--- src/rtl/ow_pkg.sv ---
package ow_pkg;

  localparam int unsigned SLOT_BITS = 8;

  localparam logic [7:0] PULSE_RESET = 8'hF0;
  localparam logic [7:0] SLOT_HIGH   = 8'hFF;
  localparam logic [7:0] SLOT_LOW    = 8'h00;

  typedef enum logic [1:0] {
    ST_OK    = 2'd0,
    ST_NODEV = 2'd1,
    ST_LINE  = 2'd2,
    ST_TMO   = 2'd3
  } ow_status_e;

  typedef enum logic [1:0] {
    EV_NONE   = 2'd0,
    EV_ECHO   = 2'd1,
    EV_FAULT  = 2'd2,
    EV_EXPIRE = 2'd3
  } ow_event_e;

  // Character that encodes one written bit.
  function automatic logic [7:0] slot_char(input logic b);
    return b ? SLOT_HIGH : SLOT_LOW;
  endfunction

  // A read slot yields 1 only when nobody pulled the line.
  function automatic logic sampled_bit(input logic [7:0] echo);
    return echo == SLOT_HIGH;
  endfunction

  // Any change to the reset character means a device answered.
  function automatic logic device_answered(input logic [7:0] echo);
    return echo != PULSE_RESET;
  endfunction

endpackage

--- src/rtl/ow_echo_timer.sv ---
module ow_echo_timer #(
  parameter int TMO_W = 20
) (
  input  logic             clk,
  input  logic             rst_n,
  input  logic             arm,
  input  logic             waiting,
  input  logic [TMO_W-1:0] limit,
  output logic             expired
);
  logic [TMO_W-1:0] cnt;

  always_ff @(posedge clk) begin
    if (!rst_n)                   cnt <= '0;
    else if (arm)                 cnt <= limit;
    else if (waiting && cnt != 0) cnt <= cnt - 1'b1;
  end

  assign expired = waiting && (cnt == '0);
endmodule

--- src/rtl/ow_echo_decode.sv ---
module ow_echo_decode
  import ow_pkg::*;
(
  input  logic      waiting,
  input  logic      rx_valid,
  input  logic      rx_error,
  input  logic      rx_break,
  input  logic      expired,
  output ow_event_e ev
);
  always_comb begin
    if (!waiting)                 ev = EV_NONE;
    else if (rx_error || rx_break) ev = EV_FAULT;
    else if (rx_valid)            ev = EV_ECHO;
    else if (expired)             ev = EV_EXPIRE;
    else                          ev = EV_NONE;
  end
endmodule

--- src/rtl/ow_bit_shifter.sv ---
module ow_bit_shifter #(
  parameter int W = 8
) (
  input  logic         clk,
  input  logic         rst_n,
  input  logic         load,
  input  logic [W-1:0] load_val,
  input  logic         shift,
  input  logic         shift_in,
  output logic         cur_bit,
  output logic [W-1:0] word,
  output logic         last
);
  localparam int IW = (W > 1) ? $clog2(W) : 1;

  logic [W-1:0]  sr;
  logic [IW-1:0] idx;

  always_ff @(posedge clk) begin
    if (!rst_n) begin
      sr  <= '0;
      idx <= '0;
    end else if (load) begin
      sr  <= load_val;
      idx <= '0;
    end else if (shift) begin
      sr  <= {shift_in, sr[W-1:1]};
      idx <= last ? '0 : idx + 1'b1;
    end
  end

  assign cur_bit = sr[0];
  assign word    = sr;
  assign last    = (idx == IW'(W - 1));
endmodule

--- src/rtl/ow_uart_master.sv ---
module ow_uart_master
  import ow_pkg::*;
#(
  parameter int LEN_W = 8,
  parameter int TMO_W = 20
) (
  input  logic             clk,
  input  logic             rst_n,
  input  logic             cmd_valid,
  output logic             cmd_ready,
  input  logic             cmd_do_reset,
  input  logic [LEN_W-1:0] cmd_wr_bytes,
  input  logic [LEN_W-1:0] cmd_rd_bytes,
  input  logic [TMO_W-1:0] timeout_limit,
  input  logic [7:0]       wr_data,
  input  logic             wr_valid,
  output logic             wr_ready,
  output logic [7:0]       rd_data,
  output logic             rd_valid,
  input  logic             rd_ready,
  output logic [7:0]       tx_data,
  output logic             tx_valid,
  output logic             tx_slow,
  input  logic [7:0]       rx_data,
  input  logic             rx_valid,
  input  logic             rx_error,
  input  logic             rx_break,
  output logic             done,
  output logic [1:0]       status
);

  typedef enum logic [3:0] {
    S_IDLE, S_RST_TX, S_RST_WT, S_WR_GET, S_WR_TX, S_WR_WT,
    S_RD_TX, S_RD_WT, S_RD_PUT, S_FIN
  } seq_e;

  seq_e             state, nxt;
  ow_status_e       stat, nstat;
  logic [LEN_W-1:0] wr_left, rd_left;

  // Internal events brought out as named wires.
  logic      waiting;
  logic      expired;
  ow_event_e ev;
  logic      sh_load, sh_shift, sh_bit, sh_last;
  logic [SLOT_BITS-1:0] sh_load_val, sh_word;
  logic      latch, wr_dec, rd_dec;

  assign waiting = (state == S_RST_WT) || (state == S_WR_WT) || (state == S_RD_WT);

  ow_echo_timer #(.TMO_W(TMO_W)) u_timer (
    .clk     (clk),
    .rst_n   (rst_n),
    .arm     (tx_valid),
    .waiting (waiting),
    .limit   (timeout_limit),
    .expired (expired)
  );

  ow_echo_decode u_decode (
    .waiting  (waiting),
    .rx_valid (rx_valid),
    .rx_error (rx_error),
    .rx_break (rx_break),
    .expired  (expired),
    .ev       (ev)
  );

  ow_bit_shifter #(.W(SLOT_BITS)) u_shift (
    .clk      (clk),
    .rst_n    (rst_n),
    .load     (sh_load),
    .load_val (sh_load_val),
    .shift    (sh_shift),
    .shift_in (sampled_bit(rx_data)),
    .cur_bit  (sh_bit),
    .word     (sh_word),
    .last     (sh_last)
  );

  always_comb begin
    nxt         = state;
    nstat       = stat;
    sh_load     = 1'b0;
    sh_load_val = '0;
    sh_shift    = 1'b0;
    latch       = 1'b0;
    wr_dec      = 1'b0;
    rd_dec      = 1'b0;
    if (waiting && ev == EV_FAULT) begin
      nxt   = S_FIN;
      nstat = ST_LINE;
    end else if (waiting && ev == EV_EXPIRE) begin
      nxt   = S_FIN;
      nstat = ST_TMO;
    end else begin
      case (state)
        S_IDLE: if (cmd_valid) begin
          latch = 1'b1;
          nstat = ST_OK;
          if (cmd_do_reset)           nxt = S_RST_TX;
          else if (cmd_wr_bytes != 0) nxt = S_WR_GET;
          else if (cmd_rd_bytes != 0) begin nxt = S_RD_TX; sh_load = 1'b1; end
          else                        nxt = S_FIN;
        end
        S_RST_TX: nxt = S_RST_WT;
        S_RST_WT: if (ev == EV_ECHO) begin
          if (!device_answered(rx_data)) begin
            nxt   = S_FIN;
            nstat = ST_NODEV;
          end else if (wr_left != 0) nxt = S_WR_GET;
          else if (rd_left != 0) begin nxt = S_RD_TX; sh_load = 1'b1; end
          else nxt = S_FIN;
        end
        S_WR_GET: if (wr_valid) begin
          sh_load     = 1'b1;
          sh_load_val = wr_data;
          nxt         = S_WR_TX;
        end
        S_WR_TX: nxt = S_WR_WT;
        S_WR_WT: if (ev == EV_ECHO) begin
          sh_shift = 1'b1;
          if (sh_last) begin
            wr_dec = 1'b1;
            if (wr_left == 1) begin
              if (rd_left != 0) begin nxt = S_RD_TX; sh_load = 1'b1; end
              else nxt = S_FIN;
            end else nxt = S_WR_GET;
          end else nxt = S_WR_TX;
        end
        S_RD_TX: nxt = S_RD_WT;
        S_RD_WT: if (ev == EV_ECHO) begin
          sh_shift = 1'b1;
          nxt      = sh_last ? S_RD_PUT : S_RD_TX;
        end
        S_RD_PUT: if (rd_ready) begin
          rd_dec = 1'b1;
          nxt    = (rd_left == 1) ? S_FIN : S_RD_TX;
        end
        S_FIN:   nxt = S_IDLE;
        default: nxt = S_IDLE;
      endcase
    end
  end

  always_ff @(posedge clk) begin
    if (!rst_n) begin
      state   <= S_IDLE;
      stat    <= ST_OK;
      wr_left <= '0;
      rd_left <= '0;
    end else begin
      state <= nxt;
      stat  <= nstat;
      if (latch) begin
        wr_left <= cmd_wr_bytes;
        rd_left <= cmd_rd_bytes;
      end else begin
        if (wr_dec) wr_left <= wr_left - 1'b1;
        if (rd_dec) rd_left <= rd_left - 1'b1;
      end
    end
  end

  assign cmd_ready = (state == S_IDLE);
  assign wr_ready  = (state == S_WR_GET);
  assign rd_valid  = (state == S_RD_PUT);
  assign rd_data   = sh_word;
  assign tx_valid  = (state == S_RST_TX) || (state == S_WR_TX) || (state == S_RD_TX);
  assign tx_slow   = (state == S_RST_TX) || (state == S_RST_WT);
  assign tx_data   = (state == S_RST_TX) ? PULSE_RESET :
                     (state == S_WR_TX)  ? slot_char(sh_bit) : SLOT_HIGH;
  assign done      = (state == S_FIN);
  assign status    = stat;

endmodule

--- config.mk ---
export PLATFORM = sky130hd
export DESIGN_NAME = ow_uart_master
export DESIGN_NICKNAME = d
export VERILOG_FILES = /design/src/rtl/ow_pkg.sv /design/src/rtl/ow_echo_timer.sv /design/src/rtl/ow_echo_decode.sv /design/src/rtl/ow_bit_shifter.sv /design/src/rtl/ow_uart_master.sv
export SDC_FILE = /design/constraint.sdc
export NUM_CORES = 1
export LEC_CHECK = 0
export ABC_AREA = 1
export BUFFER_PORTS_ARGS = -buffer_cell sky130_fd_sc_hd__buf_2
export CAP_MARGIN = 40
export CELL_PAD_IN_SITES_DETAIL_PLACEMENT = 0
export CELL_PAD_IN_SITES_GLOBAL_PLACEMENT = 1
export CORE_ASPECT_RATIO = 0.9
export CORE_UTILIZATION = 40
export DETAILED_ROUTE_END_ITERATION = 6
export PLACE_DENSITY = 0.92
export SLEW_MARGIN = 20
export SYNTH_ARGS = -nofsm -noshare
export SYNTH_HDL_FRONTEND = slang
export SYNTH_SLANG_ARGS = --single-unit
export TNS_END_PERCENT = 100
--- constraint.sdc ---
create_clock -name clk -period 3.2 [get_ports clk]
set_input_delay 0.64 -clock clk [delete_from_list [all_inputs] [get_ports clk]]
set_output_delay 0.64 -clock clk [all_outputs]
set_load 0.1 [all_outputs]
After elaboration in Yosys (flattened, before gate mapping)

Index checks and enable logic that the tools add are counted.

Register bits after elaboration: 53
Input bits: 61
Output and inout port bits: 24
Word-level logic and storage cells: 155

Add/sub/neg operators: 4
Equality and inequality tests: 33
Mux-type cells: 77
Bitwise operators: 1
Reduce and logical (&&, ||, !) cells: 31

Operator list:

| operator                                             | count |
|---|---|
| 2-to-1 mux 8 bit                                     | 13 |
| 2-to-1 mux 4 bit                                     | 18 |
| 2-to-1 mux 20 bit                                    | 2 |
| case mux 4 bit (9 select lines)                      | 1 |
| nonzero test 8 bit                                   | 4 |
| 2-to-1 mux 1 bit                                     | 31 |
| zero test 20 bit                                     | 1 |
| nonzero test 20 bit                                  | 1 |
| subtractor 20 x 1 -> 20 bit (second input constant)  | 1 |
| 2-to-1 mux 2 bit                                     | 9 |
| equality test 4 x 3 -> 1 bit (second input constant) | 4 |
| equality test 8 x 1 -> 1 bit (second input constant) | 2 |
| != test 4 x 1 -> 1 bit (second input constant)       | 4 |
| subtractor 8 x 1 -> 8 bit (second input constant)    | 2 |
| AND reduction 6 bit                                  | 2 |
| equality test 4 x 2 -> 1 bit (second input constant) | 2 |
| equality test 4 bit (second input constant)          | 2 |
| equality test 8 bit (second input constant)          | 1 |
| != test 2 x 1 -> 1 bit (second input constant)       | 4 |
| != test 4 x 2 -> 1 bit (second input constant)       | 2 |
| != test 8 bit (second input constant)                | 1 |
| AND reduction 4 bit                                  | 2 |
| nonzero test 2 bit                                   | 4 |
| logical OR 1 bit                                     | 6 |
| other kinds (20)                                     | 27 |

Depth between registers and ports, before layout

Depth after elaboration: 15
Mapped depth: 13

Modules after synthesis

Synthesis repeated with hierarchy kept, for this count alone.

Cells, all modules: 683
Area total of the unflattened synthesis: 4129.0 um^2

Modules (own cells, without submodules):

| module         | times used | cells an instance | area each (um^2) |
|---|---|---|---|
| ow_uart_master | 1          | 345               | 2037.0 |
| ow_echo_timer  | 1          | 248               | 1498.9 |
| ow_bit_shifter | 1          | 82                | 559.3 |
| ow_echo_decode | 1          | 8                 | 33.8 |

Worst setup path before layout

OpenSTA, ideal clock, no wires.

Path kind: register -> output
From: register state[0]
To: output port done
Arrival: 3.379 ns
Required time: 2.560 ns
Slack: -0.819 ns
Stages on the path, launching flop included: 3
Path buffers: 0
Path through: dfxtp_1 inv_2 nor4_1

Cells in the longest elaborated chain, start to end: 1

Ends and longest elaborated chain:

| what                   | RTL line              | text |
|---|---|---|
| start, declared        | ow_uart_master.sv:37  | `seq_e state, nxt;` |
| start signal, assigned | ow_uart_master.sv:153 | `state <= nxt;` |
| equality test 4 bit    | ow_uart_master.sv:173 | `assign done = (state == S_FIN);` |
| end, declared          | ow_uart_master.sv:28  | `output logic done,` |

Every way passes these cells.

Worst setup path after layout

From: register state[2]
To: output port tx_valid

Cells in the longest elaborated chain, start to end: 3
Elaborated cells on any way between the ends: 5
Classes of those cells: eq/ne (3); reduce/logical (2)

Ends and longest elaborated chain:

| what                                                                                | RTL line              | text |
|---|---|---|
| equality test 4 x 1 -> 1 bit / equality test 4 x 3 -> 1 bit (equally long branches) | ow_uart_master.sv:169 | `assign tx_valid = (state == S_RST_TX) \|\| (state == S_WR_TX) \|\| (state == S_RD_TX);` |
| logical OR 1 bit                                                                    | ow_uart_master.sv:169 |  |
| logical OR 1 bit (*)                                                                | ow_uart_master.sv:169 |  |
| end, declared                                                                       | ow_uart_master.sv:22  | `output logic tx_valid,` |

Every way passes the cells marked *; elsewhere a longest branch is shown, timed or not.

==> results.sh <==
export IMPL_worst_r2r_endpoint="u_timer.cnt[13]$_SDFFE_PN0P_"
export IMPL_drtIter0Drc=249
export IMPL_holdPathEnd="status[0]$_SDFFE_PP0P_"
export IMPL_drc=0
export IMPL_gr_max_usage_layer="met2"
export IMPL_dp_slack_ns=0.9015
export IMPL_synth_top_area_cell="dfxtp_1"
export IMPL_nets=761
export IMPL_p_leak_nw=2.116
export IMPL_cp_slowest_cell="buf_2"
export IMPL_tightest_slew_ns=0.5649
export IMPL_path_common_cell="nand2_2"
export IMPL_synthTopCellsByArea="dfxtp_1, nand2_1, nor2_1"
export IMPL_antenna_found_initial=0
export IMPL_synth_seq_cells=53
export IMPL_root_buffer="clkbuf_8"
export IMPL_cp_required_ns=2.56
export IMPL_grt_ovfl_total=0
export IMPL_critPathKind="reg2out"
export IMPL_maxCapViolCount=0
export IMPL_cp_max_fo=16
export IMPL_syn_area_um2=3827
export IMPL_final_common_cell="nand2_1"
export IMPL_multiInputGateArea_um2=2386
export IMPL_fmax_mhz=376.3
export IMPL_hold_violations=0
export IMPL_cts_resized=0
export IMPL_p_total_mw=4.574
export IMPL_final_cell_mix="nand2_1, buf_2, nor2_1, inv_1, dfxtp_1"
export IMPL_drive_above_1_share_pct=17.37
export IMPL_ys_warn_count=0
export IMPL_area_growth_pct=14.22
export IMPL_dieWidth_um=105.1
export IMPL_timing_final_max_slew_violations=0
export IMPL_drt_pass1_iterations=5
export IMPL_cts_buffers=5
export IMPL_finalCriticalPeriod_ns=2.658
export IMPL_final_core_util_pct=47.48
export IMPL_use_met1_pct=27.68
export IMPL_io_pins=85
export IMPL_rrSetupSlack_ns=0.87
export IMPL_min_path_cells=2
export IMPL_powerDensity_nw_per_um2=1046
export IMPL_grt_max_degree=33
export IMPL_fin_ws_ns=0.5423
export IMPL_r2r_start="state[3]$_SDFFE_PN0P_"
export IMPL_wl_mm=10.37
export IMPL_rsz0062_at_grt="false"
export IMPL_wl_per_cell_um=12.75
export IMPL_routabilityCongestion=0.9347
export IMPL_cts_sinks=53
export IMPL_yosysUniqueCellTypes=36
export IMPL_dpl_hpwl_mm=7.749
export IMPL_holdBufCountCts=0
export IMPL_port_buffers=84
export IMPL_fp_row_count=33
export IMPL_outcome="finished, final reports clean"
export IMPL_grtUsageMet2_pct=35.76
export IMPL_antenna_left=0
export IMPL_vias=4214
export IMPL_critPathLaunchType="register"
export IMPL_clk_latency_ns=0.32
export IMPL_avgSynthCellArea_um2=6.153
export IMPL_period_share_pct=83.05
export IMPL_synth_nets=693
export IMPL_synthCells=622
export IMPL_globalRouteMet3Util_pct=3.727
export IMPL_seq_area_um2=1061
export IMPL_tns_ns=0
export IMPL_netlist_area_leader_share_pct=27.72
export IMPL_arrival_ns=2.02
export IMPL_hp_class="reg2reg"
export IMPL_cts_tree="done"
export IMPL_slowest_delay_ns=0.49
export IMPL_htree_levels=2
export IMPL_ys_seq_area_share_pct=27.72
export IMPL_grt_pass1_vias=3700
export IMPL_fp_dieH_um=94.80
export IMPL_n_antenna_cell=0
export IMPL_grt_pass1_wl_mm=17.11
export IMPL_hold_start="status[0]$_SDFFE_PP0P_"
export IMPL_fin_skew_ns=0.007982
export IMPL_fillers=974
export IMPL_start_util_pct=41.57
export IMPL_ff2ff_path_depth=11
export IMPL_dieArea_um2=9964
export IMPL_clk_pin_slew_worst_paths_ns=0.10
export IMPL_crit_chain="nand2_2 > nor2_1 > inv_2 > nand2_2 > buf_2"
export IMPL_cts_path_max_buffers=2
export IMPL_ir_drop_mv=0.8980
export IMPL_worst_setup_path_end_kind="output port"
export IMPL_setup_viol=0
export IMPL_viasPerCell=5.183
export IMPL_core_um2=9208
export IMPL_timing_slew_headroom_pct=62.28
export IMPL_grtUsageTotal_pct=21.25
export IMPL_cts_setup_buffers=0
[critical path, delay by kind of cell (launching register included)]
family	cells	cell delay (ns)
and+or+nand+nor	3	0.65
buffers and inverters	2	0.56
DFF	1	0.47
[cell type report]
| type | count | share of cell area, % |
|---|---|---|
| clock inverters | 2 | 0.3148 |
| repair buffers | 86 | 9.960 |
| well taps | 122 | 3.492 |
| inverters | 64 | 5.495 |
| flip-flops and latches | 53 | 24.27 |
| clock buffers | 6 | 1.889 |
| multi-input cells | 480 | 54.58 |
[worst max path at each step]
stage	startpoint	endpoint	slack, ns
2_1_floorplan	state[0]$_SDFFE_PN0P_	done	0.34
3_3_place_gp	cmd_wr_bytes[7]	u_shift.word[7]$_SDFFE_PN0P_	0.96
3_5_place_dp	state[3]$_SDFFE_PN0P_	u_timer.cnt[13]$_SDFFE_PN0P_	0.90
4_1_cts	state[2]$_SDFFE_PP0P_	tx_valid	0.56
5_1_grt	state[0]$_SDFFE_PN0P_	tx_valid	0.44
6_report	state[2]$_SDFFE_PP0P_	tx_valid	0.54
[sequential cells by signal, indices dropped and copies added (netlist names)]
| name | count |
|---|---|
| wr_left | 8 |
| state | 4 |
| status | 2 |
| rd_left | 8 |
| u_shift.word | 8 |
| u_timer.cnt | 20 |
| u_shift.idx | 3 |
[through the flow]
stage               cells  hold slack [ns]  cell area (um2)
global route          813           0.4920             4372
CTS                   813           0.4758             4372
finish                813           0.4711             4372
floorplan             622           0.4404             3837
detailed placement    805           0.4595             4275
global placement      805           0.4522             4275
[cells in the mapped netlist]
cell type  count
buf_6          2
buf_4          8
xor2_1        12
nand2_4        2
or2_2          1
a211oi_1       1
nand3_1       46
o21ai_0       40
nand3b_1       2
o31ai_1        2
nand2_2        4
a31oi_1        7
o21ai_4        1
a21boi_0       1
nor4_1         2
o221a_2        1
nor2_4         3
inv_2          7
a21oi_1       48
nand2_1      165
dfxtp_1       53
buf_2          9
a22oi_1        1
nand4_1       16
nor2_2         3
nor3_1        15
inv_1         57
nand3_2        2
o211ai_1      10
clkbuf_1       6
xnor2_1        3
o221ai_1       1
o22ai_1        1
nor2_1        79
ha_1          10
o21ai_1        1
[per-layer routing]
| metal | part of all wire, % | vias up |
|---|---|---|
| met2 | 47 | 130 |
| li1 | - | 2183 |
| met4 | 0.92 | 0 |
| met3 | 6.0 | 9 |
| met1 | 46 | 1892 |
| met5 | 0 | - |
[logic make-up after synthesis]
| group | Yosys count | synth area share [%] |
|---|---|---|
| buffers and inverters | 89 | 10.20 |
| flip-flops | 53 | 27.72 |
| XOR/XNOR | 15 | 3.433 |
| AND/OR/NAND/NOR | 340 | 38.54 |
| AO/OA/AOI/OAI | 115 | 16.84 |
| adder cells (fa/ha/maj) | 10 | 3.269 |
[report_power, final]
part	internal [mW]	leakage (nW)	switching, mW
logic	0.838	1.63	2.24
registers	0.866	0.434	0.210
clock network	0.176	0.0512	0.244
total	1.88	2.12	2.69
(Power assumes the default switching activity.)
